File: src/rtl/exec_pkg.sv
package exec_pkg;
    localparam int DATA_W = 32;
    localparam int IMM_W  = 13;

    typedef enum logic [3:0] {
        OP_ADD  = 4'd0,
        OP_ADDC = 4'd1,
        OP_SUB  = 4'd2,
        OP_SUBC = 4'd3,
        OP_AND  = 4'd4,
        OP_ANDN = 4'd5,
        OP_OR   = 4'd6,
        OP_ORN  = 4'd7,
        OP_XOR  = 4'd8,
        OP_XNOR = 4'd9,
        OP_SLL  = 4'd10,
        OP_SRL  = 4'd11,
        OP_SRA  = 4'd12
    } exec_op_e;

    typedef enum logic [1:0] {
        LG_AND = 2'd0,
        LG_OR  = 2'd1,
        LG_XOR = 2'd2
    } logic_kind_e;

    typedef struct packed {
        logic n;
        logic z;
        logic v;
        logic c;
    } flags_t;
endpackage

File: src/rtl/exec_operand_sel.sv
module exec_operand_sel #(
    parameter int DATA_W = 32,
    parameter int IMM_W  = 13
) (
    input  logic              use_imm,
    input  logic [DATA_W-1:0] reg_val,
    input  logic [IMM_W-1:0]  imm_val,
    output logic [DATA_W-1:0] operand
);
    localparam int EXT_W = DATA_W - IMM_W;

    logic [DATA_W-1:0] imm_ext;

    always_comb begin
        imm_ext = {{EXT_W{imm_val[IMM_W-1]}}, imm_val};
        operand = use_imm ? imm_ext : reg_val;
    end
endmodule

File: src/rtl/exec_arith.sv
module exec_arith #(
    parameter int DATA_W = 32
) (
    input  logic              subtract,
    input  logic              carry_in,
    input  logic [DATA_W-1:0] a,
    input  logic [DATA_W-1:0] b,
    output logic [DATA_W-1:0] sum,
    output logic              carry_flag,
    output logic              ovf_flag
);
    localparam int MSB = DATA_W - 1;

    logic [DATA_W:0]   wide;
    logic [DATA_W-1:0] b_eff;
    logic              c_eff;

    always_comb begin
        // a - b - cin == a + ~b + (1 - cin)
        b_eff      = subtract ? ~b : b;
        c_eff      = subtract ? ~carry_in : carry_in;
        wide       = {1'b0, a} + {1'b0, b_eff} + {{DATA_W{1'b0}}, c_eff};
        sum        = wide[MSB:0];
        carry_flag = subtract ? ~wide[DATA_W] : wide[DATA_W];
        ovf_flag   = (a[MSB] == b_eff[MSB]) && (sum[MSB] != a[MSB]);
    end
endmodule

File: src/rtl/exec_logic.sv
module exec_logic #(
    parameter int DATA_W = 32
) (
    input  exec_pkg::logic_kind_e kind,
    input  logic                  invert_b,
    input  logic [DATA_W-1:0]     a,
    input  logic [DATA_W-1:0]     b,
    output logic [DATA_W-1:0]     y
);
    logic [DATA_W-1:0] bb;

    always_comb begin
        bb = invert_b ? ~b : b;
        unique case (kind)
            exec_pkg::LG_AND: y = a & bb;
            exec_pkg::LG_OR:  y = a | bb;
            exec_pkg::LG_XOR: y = a ^ bb;
            default:          y = '0;
        endcase
    end
endmodule

File: src/rtl/exec_shift.sv
module exec_shift #(
    parameter int DATA_W = 32
) (
    input  logic [1:0]                  mode,   // 0 left, 1 logical right, 2 arithmetic right
    input  logic [DATA_W-1:0]           a,
    input  logic [$clog2(DATA_W)-1:0]   amount,
    output logic [DATA_W-1:0]           y
);
    always_comb begin
        unique case (mode)
            2'd0:    y = a << amount;
            2'd1:    y = a >> amount;
            2'd2:    y = DATA_W'($signed(a) >>> amount);
            default: y = '0;
        endcase
    end
endmodule

File: src/rtl/int_exec_unit.sv
module int_exec_unit
    import exec_pkg::*;
(
    input  logic        clk,
    input  logic        rst_n,
    input  logic [3:0]  opcode,
    input  logic        use_imm,
    input  logic        cc_en,
    input  logic [31:0] rs1,
    input  logic [31:0] rs2,
    input  logic [12:0] imm13,
    output logic [31:0] result,
    output logic [3:0]  flags
);
    localparam int SH_W = $clog2(DATA_W);

    typedef struct packed {
        flags_t cc;
    } state_t;

    state_t state_d, state_q;

    logic [DATA_W-1:0] op_b;
    logic [DATA_W-1:0] arith_y, logic_y, shift_y;
    logic              arith_c, arith_v;
    logic              is_sub, use_carry;
    logic              is_arith, is_logic, is_shift;
    logic_kind_e       lkind;
    logic              linv;
    logic [1:0]        smode;

    always_comb begin
        is_arith  = opcode <= OP_SUBC;
        is_logic  = (opcode >= OP_AND) && (opcode <= OP_XNOR);
        is_shift  = (opcode >= OP_SLL) && (opcode <= OP_SRA);
        is_sub    = opcode[1];
        use_carry = opcode[0];
        linv      = opcode[0];
        unique case (opcode)
            OP_OR, OP_ORN:   lkind = LG_OR;
            OP_XOR, OP_XNOR: lkind = LG_XOR;
            default:         lkind = LG_AND;
        endcase
        smode = 2'(opcode - OP_SLL);
    end

    exec_operand_sel #(.DATA_W(DATA_W), .IMM_W(IMM_W)) u_opsel (
        .use_imm (use_imm),
        .reg_val (rs2),
        .imm_val (imm13),
        .operand (op_b)
    );

    exec_arith #(.DATA_W(DATA_W)) u_arith (
        .subtract   (is_sub),
        .carry_in   (use_carry & state_q.cc.c),
        .a          (rs1),
        .b          (op_b),
        .sum        (arith_y),
        .carry_flag (arith_c),
        .ovf_flag   (arith_v)
    );

    exec_logic #(.DATA_W(DATA_W)) u_logic (
        .kind     (lkind),
        .invert_b (linv),
        .a        (rs1),
        .b        (op_b),
        .y        (logic_y)
    );

    exec_shift #(.DATA_W(DATA_W)) u_shift (
        .mode   (smode),
        .a      (rs1),
        .amount (op_b[SH_W-1:0]),
        .y      (shift_y)
    );

    always_comb begin
        state_d = state_q;
        if (is_arith)      result = arith_y;
        else if (is_logic) result = logic_y;
        else if (is_shift) result = shift_y;
        else               result = '0;

        if (cc_en && (is_arith || is_logic)) begin
            state_d.cc.n = result[DATA_W-1];
            state_d.cc.z = (result == '0);
            state_d.cc.v = is_arith ? arith_v : 1'b0;
            state_d.cc.c = is_arith ? arith_c : 1'b0;
        end
    end

    always_ff @(posedge clk or negedge rst_n) begin
        if (!rst_n) state_q <= '0;
        else        state_q <= state_d;
    end

    assign flags = state_q.cc;
endmodule

File: config.mk
export PLATFORM = sky130hd
export DESIGN_NAME = int_exec_unit
export DESIGN_NICKNAME = d
export VERILOG_FILES = /design/src/rtl/exec_pkg.sv /design/src/rtl/exec_operand_sel.sv /design/src/rtl/exec_arith.sv /design/src/rtl/exec_logic.sv /design/src/rtl/exec_shift.sv /design/src/rtl/int_exec_unit.sv
export SDC_FILE = /design/constraint.sdc
export NUM_CORES = 1
export LEC_CHECK = 0
export CORE_MARGIN = 4
export CORE_UTILIZATION = 25
export CTS_CLUSTER_DIAMETER = 30
export CTS_CLUSTER_SIZE = 12
export DETAILED_ROUTE_END_ITERATION = 10
export PLACE_DENSITY = 0.54
export SETUP_SLACK_MARGIN = 0.4
export SLEW_MARGIN = 20
export SYNTH_ARGS = -nofsm -noshare
export SYNTH_HDL_FRONTEND = slang
export SYNTH_SLANG_ARGS = --single-unit
File: constraint.sdc
create_clock -name clk -period 12.1 [get_ports clk]
set_input_delay 1.21 -clock clk [delete_from_list [all_inputs] [get_ports clk]]
set_output_delay 1.21 -clock clk [all_outputs]
set_load 0.05 [all_outputs]
; Word level (Yosys, flattened, before mapping)
; Cells that the tools add are included.
; Widths: inputs -> output; s select.
[word_totals]
reg_bits = 4
in_bits = 85
output_inout_bits = 36
wordCells = 55
[classes]
addsub = 3
n_lt_le_gt_ge = 5
n_eq_ne = 10
shift = 3
n_mux = 13
bitwise_logic = 7
reduce_logical = 10
[ops]
columns = op, n
row1 = $mux 32, 6
row2 = $pmux 32 s3, 2
row3 = $add 32x32->33, 1
row4 = $add 33x1->33, 1
row5 = $and 32x32->32, 1
row6 = $logic_not 32->1, 1
row7 = $not 32->32, 1
row8 = $or 32x32->32, 1
row9 = $shl 32x5->32, 1
row10 = $shr 32x5->32, 1
row11 = $sshr 32x5->32, 1
row12 = $xor 32x32->32, 1
row13 = $eq 4x3->1 const B, 2
row14 = $eq 4x4->1 const B, 2
row15 = $le 4x4->1 const B, 2
row16 = $eq 2x1->1 const B, 2
row17 = $eq 2x2->1 const B, 2
row18 = $ge 4x3->1 const B, 1
row19 = $ge 4x4->1 const B, 1
row20 = $le 4x2->1 const B, 1
row21 = $logic_and 1x1->1, 4
row22 = $logic_not 2->1, 2
row23 = $mux 1, 4
row24 = $pmux 2 s2, 1
row25 = other kinds (7), 9

; Logic depth before layout (Yosys ltp)
; Gate-level depths: netlist of run 1.
[logic_depth]
ltp_word = 8
ltp_mapped = 21
ltp_nobuf = 16

; Hierarchy
; From an unflattened synthesis of run 1, not the netlist that was laid out.
[unflattened]
cells_unflattened = 1271
hier_area_um2 = 10166.0
[modules_own_cells]
columns = module, n_inst, cells_each, area_each_um2, seq_area_each_um2
row1 = exec_shift, 1, 490, 4124.0, 0.0
row2 = exec_logic, 1, 240, 2087.0, 0.0
row3 = exec_arith, 1, 285, 2073.2, 0.0
row4 = int_exec_unit, 1, 218, 1330.0, 100.1
row5 = exec_operand_sel, 1, 38, 551.8, 0.0

; Worst setup path after synthesis of run 1
; OpenSTA, ideal clock, no wires.
[synth_path]
path_kind = input to output
from = in opcode[1]
to = out result[17]
t_arrival_ns = 6.229
required_time_ns = 10.890
path_slack_ns = 4.661
stages = 16
path_buffers = 6
cell_sequence = clkbuf_1 -> buf_1 -> clkbuf_1 -> buf_1 -> buf_1 -> clkbuf_1 -> xnor2_1 -> ha_1 -> a211oi_1 -> o21bai_1 -> and3_1 -> o311ai_0 -> a21oi_1 -> a211oi_1 -> xor2_1 -> o21ai_0
[synth_between]
elab_chain_cells = 7
word_cells_on_any_way = 30
cone_classes = 3 x add/sub / 5 x order compare / 8 x eq/ne / 8 x mux / 6 x reduce/logical
[synth_rtl]
columns = element, line_no
row1 = "start, declared", int_exec_unit.sv:6  ; input logic [3:0] opcode,
row2 = branches (longest 6 deep; another with $add 32x32->33), n/a
row3 = $mux 32 (*), int_exec_unit.sv:81  ; if (is_arith) result = arith_y;
row4 = "end, declared", int_exec_unit.sv:12  ; output logic [31:0] result,
; Every way passes the cells marked *.

; Worst setup path after layout of run 1
[layout_path]
from = in use_imm
to = out result[28]
[layout_between]
elab_chain_cells = 7
word_cells_on_any_way = 17
cone_classes = 2 x add/sub / 3 x shift / 8 x mux / 4 x bitwise
[layout_rtl]
columns = element, line_no
row1 = "start, declared", int_exec_unit.sv:7  ; input logic use_imm,
row2 = $mux 32 (*), exec_operand_sel.sv:16  ; operand = use_imm ? imm_ext : reg_val;
row3 = branches (longest 5 deep; another with $add 32x32->33), n/a
row4 = $mux 32 (*), int_exec_unit.sv:81
; Marks and branches as above.

==> run_results.csv, run 1 <==
group,metric,value,unit
outcome,status,"finished, final reports clean",
clock_network,post-cts-setup-buffers,0,
final_layout,n_antenna_cell,0,
drt,avgRoutedWirePerCell,26.9,um
global_routing,grt_use_total,0.225,
drt,drt-pass1-iter-count,6,
placement,place.gp.congestion,1.01,
hold_path,hold_depth,1,
worst_setup_path,cp-start-kind,"input pin",
drt,post_drt_via_cell_ratio,6.07,
timing,fmax,124,MHz
yosys,ys_types,87,
final_layout,largest_reg_flops,4,
placement,placed_area,0.0111,mm2
worst_setup_path,crit_type,"input pin to primary output",
clock_network,cts_made_buffers,3,
yosys,synth_edf_count,0,
clock_network,postCtsResizedCells,0,
placement,dp_hpwl,38100,um
global_routing,grt.overflow.total,0,
yosys,async_flop_share,1.00,
global_routing,grt_max_degree,48,
yosys,synthFlopType,"dfrtp_1",
global_routing,antenna_found_initial,0,
yosys,ys_seq_elements,4,
job,maxCapViolCount,0,
clock_network,ctsHoldBuffers,0,
drt,drt_iter0_drc,1290,
die,die_w,203,um
clock_network,clk_pin_slew,30,ps
yosys,syn-cell-area,0.00953,mm2
die,start_util,0.253,
final_layout,layout_commonest_cell,"clkdlybuf4s50_1",
drt,drt_wl_total,49000,um
yosys,synth_top_area_frac,0.125,
pwr,p_per_area,78.5,mW/mm2
final_layout,instances_no_fill,1823,
worst_setup_path,worst-r2r-cell-count,15,
worst_setup_path,rrSetupSlack,7140,ps
pwr,leakagePower,4.35,nW
drt,drc,0,
global_routing,grt_pass1_vias,10700,
timing,rsz0062_at_grt,"false",
yosys,ys_top_cells_by_area,"ha_1 12%, mux4_2 12%, mux2i_1 9.4%, xnor2_1 7.3%, a21oi_1 5.0%",
die,die_h,203,um
hold_path,hp-start,"flags[3]",
worst_setup_path,cp.required,10890,ps
clock_network,clk_latency,220,ps
clock_network,htreeDepth,1,
yosys,synth_top_cell_by_area,"ha_1",
worst_setup_path,cp.arrival,6870,ps
clock_network,clock-root-buffer,"clkbuf_16",
drt,vias,11100,
yosys,syn_avg_cell_area,7.53,um2
worst_setup_path,timing.rr.start,"flags[0]",
timing,holdWs,496,ps
yosys,syn-instance-count,1265,
clock_network,cts_tree,"built",
timing,slew_headroom,0.250,
drt,ant_nets,0,
final_layout,final_cell_area,0.0112,mm2
worst_setup_path,crit_path_end_kind,"primary output",
timing,period_share,0.667,
worst_setup_path,crit_start,"use_imm",
die,core-area,0.0377,mm2
timing,fin_worst_skew,0.270,ps
global_routing,grt_pass1_wl,71900,um
final_layout,final_cell_mix,"117 x clkdlybuf4s50_1, 96 x a21oi_1, 95 x ha_1, 90 x nand2_1, 86 x mux2i_1",
yosys,yosys_warnings,0,
timing,max_slew.worst_pin.slew,1100,ps
pwr,vdd_ir_drop_max,32.3,uV
worst_setup_path,crit_fanout,31,
timing,maxSlewViolCount,0,
timing,finalSetupTns,0,ps
final_layout,final_nets,1496,
clock_network,cts_max_path_buffers,2,
yosys,ys_seq_area_frac,0.0105,
final_layout,area_growth,17.4,%
worst_setup_path,r2r_end,"flags[2]",
timing,setup_viol,0,
hold_path,holdPathEnd,"flags[3]",
die,ioPinCount,121,
timing,fin_crit,8080,ps
clock_network,numClockSinks,4,
hold_path,hold_path.class,"flip-flop to flip-flop",
placement,port_buffers,120,
placement,dpl.cell_count,1820,
die,die_area,0.0413,mm2
yosys,synth_nets,1447,
timing,hold_violations,0,
die,rows,71,
final_layout,drive_gt1_frac,0.0922,
[layout make-up]
class	instances	area, um2
Fill cell	4127	26500
Inverter	84	315
Clock buffer	3	75.1
Multi-Input combinational cell	1071	8640
Timing Repair Buffer	150	1410
Sequential cell	4	100
Tap cell	511	639
[Yosys cell counts, drive strengths merged, types with 16 or more instances]
library cell and number:
a211oi 24, a21oi 96, nand3 16, o22ai 36, nor2 82, a22oi 38, nand2 91, ha 95
clkbuf 60, a31oi 18, inv 83, mux4 52, mux2i 92, nor3 38, o211ai 20, buf 46
xnor2 79, o21ai 69
[stage by stage]
stage | util | setup WS [ps] | power (mW)
floorplan | - | 4660 | 0.553
global route | 0.297 | 3620 | 0.933
CTS | 0.297 | 4120 | 0.867
global placement | 0.295 | 4210 | 0.811
detailed placement | 0.295 | 4120 | 0.812
finish | 0.297 | 4020 | 0.878
[worst max-delay path, cell delays in order]
cell and delay (ps):
buf_2 770, mux2i_4 350, buf_4 290, xnor2_1 110, fa_1 420, fa_1 450, nor2b_1 190, o31a_1 250
o311ai_0 180, a31oi_1 530, o211ai_1 310, a311oi_1 430, nor3_1 70, o21ai_0 250, and2_1 170, clkdlybuf4s50_1 800
[how the worst max path moves through the flow]
stage                      end  slack (ps)  depth (start not counted)
finish              result[28]        4020                         16
global route        result[28]        3620                         16
CTS                 result[28]        4120                         16
detailed placement  result[28]        4120                         16
global placement    result[28]        4210                         16
floorplan           result[17]        4660                         16
[cell families after synthesis]
kind of cell,synth area share
mux,0.236
simple gates,0.146
compound gates,0.310
buf+inv,0.0883
xor+xnor,0.0809
fa+ha+maj,0.129
flops,0.0105
[routing by layer]
layer  wire (um)  global-route usage
met1       20700               0.303
met2       22500               0.366
met3        3970              0.0404
met4        1930              0.0715
met5           0                   0
[where the power goes]
| group | internal (mW) | leakage (nW) | switching, mW |
|---|---|---|---|
| logic | 0.296 | 4.26 | 0.514 |
| clock network | 0.0422 | 0.0370 | 0.00927 |
| registers | 0.0153 | 0.0529 | 0.00115 |
(Power assumes the default switching activity.)
==> inputs of run 2 (changes only) <==
--- a/config.mk
+++ b/config.mk
@@ -10,7 +10,7 @@
 export CTS_CLUSTER_DIAMETER = 30
 export CTS_CLUSTER_SIZE = 12
 export DETAILED_ROUTE_END_ITERATION = 10
-export PLACE_DENSITY = 0.54
+export PLACE_DENSITY = 0.56
 export SETUP_SLACK_MARGIN = 0.4
 export SLEW_MARGIN = 20
 export SYNTH_ARGS = -nofsm -noshare
==> constraint.sdc (replaced) <==
create_clock -name clk -period 6.7 [get_ports clk]
set_input_delay 0.67 -clock clk [delete_from_list [all_inputs] [get_ports clk]]
set_output_delay 0.67 -clock clk [all_outputs]
set_load 0.05 [all_outputs]
==> run 2 against run 1 <==
  * Clock skew hardly changed
  * Total power is 87% higher
  * Critical path depth is 4 lower
  * Global-route usage is 1.6 points higher
  * Count of clock-buffer cells in the layout stayed put
  * Sequential power is 83% higher
==> run_results.csv, run 2 (synthesis results as in run 1) <==
group,metric,value,unit
timing,fin_worst_skew,0.0558,ps
clock_network,cts_tree,"built",
timing,setup_viol,0,
global_routing,grt_use_total,0.241,
die,die_h,203,um
timing,slew_headroom,0.220,
die,rows,71,
pwr,leakagePower,4.54,nW
clock_network,clock-root-buffer,"clkbuf_16",
drt,drc,0,
global_routing,grt_pass1_vias,10900,
global_routing,grt_pass1_wl,76000,um
clock_network,clk_latency,220,ps
clock_network,clk_pin_slew,30,ps
drt,met2_length,23300,um
timing,maxSlewViolCount,0,
drt,met1_length,22500,um
final_layout,area_growth,20.8,%
final_layout,final_cell_mix,"109 x clkdlybuf4s50_1, 96 x a21oi_1, 95 x ha_1, 90 x nand2_1, 86 x mux2i_1",
timing,worst_slack,718,ps
final_layout,layout_commonest_cell,"clkdlybuf4s50_1",
timing,fin_crit,5980,ps
die,start_util,0.253,
final_layout,final_nets,1532,
drt,ant_nets,0,
timing,finalSetupTns,0,ps
pwr,switching_power,0.976,mW
final_layout,largest_reg_flops,4,
pwr,pwr-share-seq,0.018,
clock_network,htreeDepth,1,
global_routing,grt.overflow.total,0,
timing,fmax,167,MHz
placement,port_buffers,120,
hold_path,hold_path.class,"flip-flop to flip-flop",
outcome,status,"finished, final reports clean",
worst_setup_path,cp.arrival,5310,ps
clock_network,cts_made_buffers,3,
clock_network,ctsHoldBuffers,0,
die,ioPinCount,121,
drt,drt_wl_total,52200,um
die,core-area,0.0377,mm2
drt,drt_iter0_drc,1449,
drt,drt-pass1-iter-count,6,
pwr,p_per_area,142,mW/mm2
global_routing,antenna_found_initial,2,
pwr,swShare,0.596,
job,maxCapViolCount,0,
worst_setup_path,crit_type,"input pin to primary output",
worst_setup_path,cp.required,6030,ps
final_layout,final.fill_count,4135,
pwr,clockPowerShare,0.057,
die,die_area,0.0413,mm2
worst_setup_path,crit_fanout,7,
drt,avgRoutedWirePerCell,28.1,um
die,die_w,203,um
drt,post_drt_via_cell_ratio,6.11,
timing,rsz0062_at_grt,"false",
drt,maxUsedRoutingLayer,"met4",
pwr,vdd_ir_drop_max,64.7,uV
final_layout,seqCellArea,100,um2
global_routing,grt_max_degree,80,
placement,place.gp.congestion,1.01,
timing,hold_violations,0,
clock_network,numClockSinks,4,
pwr,pwr-share-comb,0.925,
placement,dp_hpwl,40900,um
clock_network,cts_max_path_buffers,2,
worst_setup_path,rrSetupSlack,1490,ps
pwr,power,1.64,mW
drt,wl_met3,4140,um
timing,max_slew.worst_pin.slew,1160,ps
timing,period_share,0.893,
placement,dp_slack,340,ps
pwr,internal-power,0.663,mW
final_layout,multiInputGateArea,0.00864,mm2
worst_setup_path,crit_path_end_kind,"primary output",
worst_setup_path,cp-start-kind,"input pin",
final_layout,drive_gt1_frac,0.122,
drt,vias,11400,
## run 2: per-layer routing
| layer | vias up | GRT usage |
|---|---|---|
| li1 | 5018 | - |
| met1 | 5574 | 0.337 |
| met2 | 665 | 0.386 |
| met3 | 123 | 0.0320 |
| met4 | 0 | 0.0766 |
| met5 | - | 0 |
## run 2: power groups by stage
stage	clock network (mW)	registers, mW	logic, mW
floorplan	0	0.0415	0.958
global placement	0	0.0304	1.48
detailed placement	0	0.0307	1.48
CTS	0.0939	0.0305	1.49
global route	0.0966	0.0308	1.61
finish	0.0927	0.0302	1.52
## run 2: layout make-up
type | instances | share of cell area
timing repair buffer | 185 | 0.150
multi-input combinational | 1071 | 0.751
tap | 511 | 0.0556
timing repair inverter | 1 | 0.000435
clock buffer | 3 | 0.00652
antenna | 2 | 0.000435
sequential | 4 | 0.00870
inverter | 84 | 0.0277
## run 2: timing repair
action,4_1_cts,5_1_grt
endpoints found under the setup margin,1,1
setup buffers,0,1
gates cloned,0,1
resized for setup,1,2
## run 2: per-stage QoR
step	cells	hold slack, ps	instance area [um2]	utilization
finish	1861	475	11500	0.306
global route	1859	500	11500	0.305
CTS	1857	485	11500	0.305
detailed placement	1854	470	11400	0.303
global placement	1854	463	11400	0.303
floorplan	1265	374	9530	-
## run 2: worst max-delay path: stages
cell and delay, ps:
clkdlybuf4s50_1 660, mux2i_4 130, xnor2_1 420, ha_1 390
a31oi_1 510, a21oi_1 240, o31ai_2 440, a311oi_2 230
a21oi_1 330, nor3_1 70, or4_1 470, clkdlybuf4s50_1 730
## run 2: path summary, 6_finish.rpt
path / start / end / depth (start not counted)
min in group asynchronous: rst_n / flags[3] / 1
hold / removal: flags[2] / flags[2] / 2
hold reg to reg: flags[2] / flags[2] / 2
setup reg to reg: flags[0] / flags[2] / 15
max in group asynchronous: rst_n / flags[2] / 1
setup / recovery: imm13[3] / result[29] / 12
==> inputs of run 3 (changes only) <==
==> constraint.sdc (replaced) <==
create_clock -name clk -period 5.4 [get_ports clk]
set_input_delay 0.54 -clock clk [delete_from_list [all_inputs] [get_ports clk]]
set_output_delay 0.54 -clock clk [all_outputs]
set_load 0.05 [all_outputs]
==> run 3 against run 2 <==
  * Largest power group unchanged
  * Via count is 1.5% higher
  * Sequential cell count stayed put
  * Worst setup slack worse by 180 ps
  * Largest cell class unchanged
  * Critical path type unchanged
==> run_results.csv, run 3 (synthesis results as in run 1) <==
group,metric,value,unit
outcome,status,"finished, final reports clean",
timing,rsz0062_at_grt,"false",
die,die_h,203,um
timing,finalSetupTns,0,ps
global_routing,antenna_found_initial,1,
final_layout,largest_reg_flops,4,
drt,vias,11600,
worst_setup_path,crit_path_end_kind,"primary output",
die,start_util,0.253,
job,maxCapViolCount,0,
clock_network,cts_tree,"built",
timing,period_share,0.900,
global_routing,grt_pass1_vias,11100,
drt,drc,0,
global_routing,grt_pass1_wl,77300,um
placement,dpl.cell_count,1904,
drt,drt-pass1-iter-count,6,
placement,placed_area,0.0120,mm2
worst_setup_path,crit_fanout,7,
final_layout,final_cell_area,0.0122,mm2
pwr,vdd_ir_drop_max,137,uV
global_routing,grt_max_degree,58,
timing,setup_viol,0,
worst_setup_path,critPathBufInv,4,
die,die_area,0.0413,mm2
die,core-area,0.0377,mm2
clock_network,clock-root-buffer,"clkbuf_16",
clock_network,htreeDepth,1,
worst_setup_path,cp.required,4860,ps
placement,port_buffers,120,
hold_path,hold_path.class,"flip-flop to flip-flop",
drt,drt_iter0_drc,1509,
worst_setup_path,cp-start-kind,"input pin",
worst_setup_path,crit_type,"input pin to primary output",
global_routing,grt_use_total,0.245,
timing,fin_worst_skew,0.344,ps
global_routing,grt.overflow.total,0,
final_layout,final_nets,1581,
timing,fin_crit,4860,ps
timing,hold_violations,0,
pwr,p_per_area,183,mW/mm2
clock_network,clk_latency,220,ps
worst_setup_path,cp_cell_sequence,"buf_4 > inv_1 > xnor2_1 > fa_2 > fa_2 > nor2b_2 > o31a_1 > o311ai_2 > a31oi_4 > o211ai_1 > buf_4 > a311oi_1 > o211ai_1 > a21oi_1 > or2_2 > buf_12",
die,rows,71,
worst_setup_path,cp_slowest_cell,"xnor2_1",
die,ioPinCount,121,
placement,dp_hpwl,42300,um
clock_network,clk_pin_slew,30,ps
clock_network,cts_max_path_buffers,2,
placement,place.gp.congestion,1.04,
die,die_w,203,um
final_layout,final_cell_mix,"117 x buf_4, 95 x ha_1, 93 x a21oi_1, 90 x nand2_1, 84 x mux2i_1",
timing,maxSlewViolCount,0,
worst_setup_path,cp.arrival,4320,ps
worst_setup_path,crit_family,"compound AO/OA/AOI/OAI gates",
final_layout,postLayoutCoreUtil,0.325,
placement,dp_slack,147,ps
final_layout,instances_no_fill,1909,
drt,ant_nets,0,
clock_network,cts_made_buffers,3,
drt,drt_wl_total,53000,um
drt,post_drt_via_cell_ratio,6.05,
final_layout,layout_commonest_cell,"buf_4",
timing,slew_headroom,0.214,
timing,max_slew.worst_pin.slew,1170,ps
final_layout,drive_gt1_frac,0.183,
worst_setup_path,slowest_delay,530,ps
pwr,leakagePower,4.97,nW
timing,worst_slack,540,ps
clock_network,numClockSinks,4,
final_layout,area_growth,28.4,%
timing,fmax,206,MHz
drt,avgRoutedWirePerCell,27.8,um
-- run 3: what timing repair did --
| item | CTS | global route |
|---|---|---|
| pin swaps | 2 | 2 |
| buffers inserted | 1 | 0 |
| hold buffers | 0 | 0 |
| endpoints found under the setup margin | 2 | 11 |
| resized for setup | 6 | 19 |
-- run 3: worst reg2reg max path, stage by stage, from the launching register on --
cell and delay [ps]:
dfrtp_1 370, nand2_1 100, xnor2_1 480, fa_2 360
fa_2 270, nor2b_2 70, o31a_1 380, buf_4 190
o311a_1 290, or3_1 310, a31oi_1 280, o41ai_1 180
a2111oi_0 350, nand4b_1 160, nor4_2 360, buf_4 180
nand4_1 100, nand2_1 90
-- run 3: cell type report --
class                           instances  area (um2)
Sequential cell                         4         100
Antenna cell                            1        2.50
Timing Repair Buffer                  235        2370
Tap cell                              511         639
Multi-Input combinational cell       1071        8740
Fill cell                            4102       25400
Inverter                               84         315
Clock buffer                            3        75.1
-- run 3: per-stage QoR --
step                power, mW  hold WS [ps]
floorplan                1.25           244
global placement         2.06           476
detailed placement       2.06           465
CTS                      2.19           492
global route             2.36           514
finish                   2.23           491
-- run 3: path summary, 6_finish.rpt --
kind,slack (ps),cells past startpoint,from,to
min in group asynchronous,520,1,rst_n,flags[1]
worst max-delay path,540,16,opcode[1],result[30]
max in group asynchronous,4720,1,rst_n,flags[0]
worst max register to register,820,17,flags[0],flags[2]
worst min register to register,490,2,flags[2],flags[2]
worst min-delay path,490,2,flags[2],flags[2]
-- run 3: per-layer routing --
layer / vias up / track usage / wire, um
met3: 110 / 0.0358 / 4380
li1: 5121 / - / -
met2: 672 / 0.400 / 24000
met4: 2 / 0.0824 / 2280
met5: - / 0 / 12
met1: 5650 / 0.334 / 22300
-- run 3: power by group --
group	switching [mW]	total (mW)	internal (mW)	leakage [nW]
clock network	0.0188	0.113	0.0944	0.0370
logic	1.24	2.08	0.840	4.88
registers	0.00258	0.0369	0.0343	0.0529
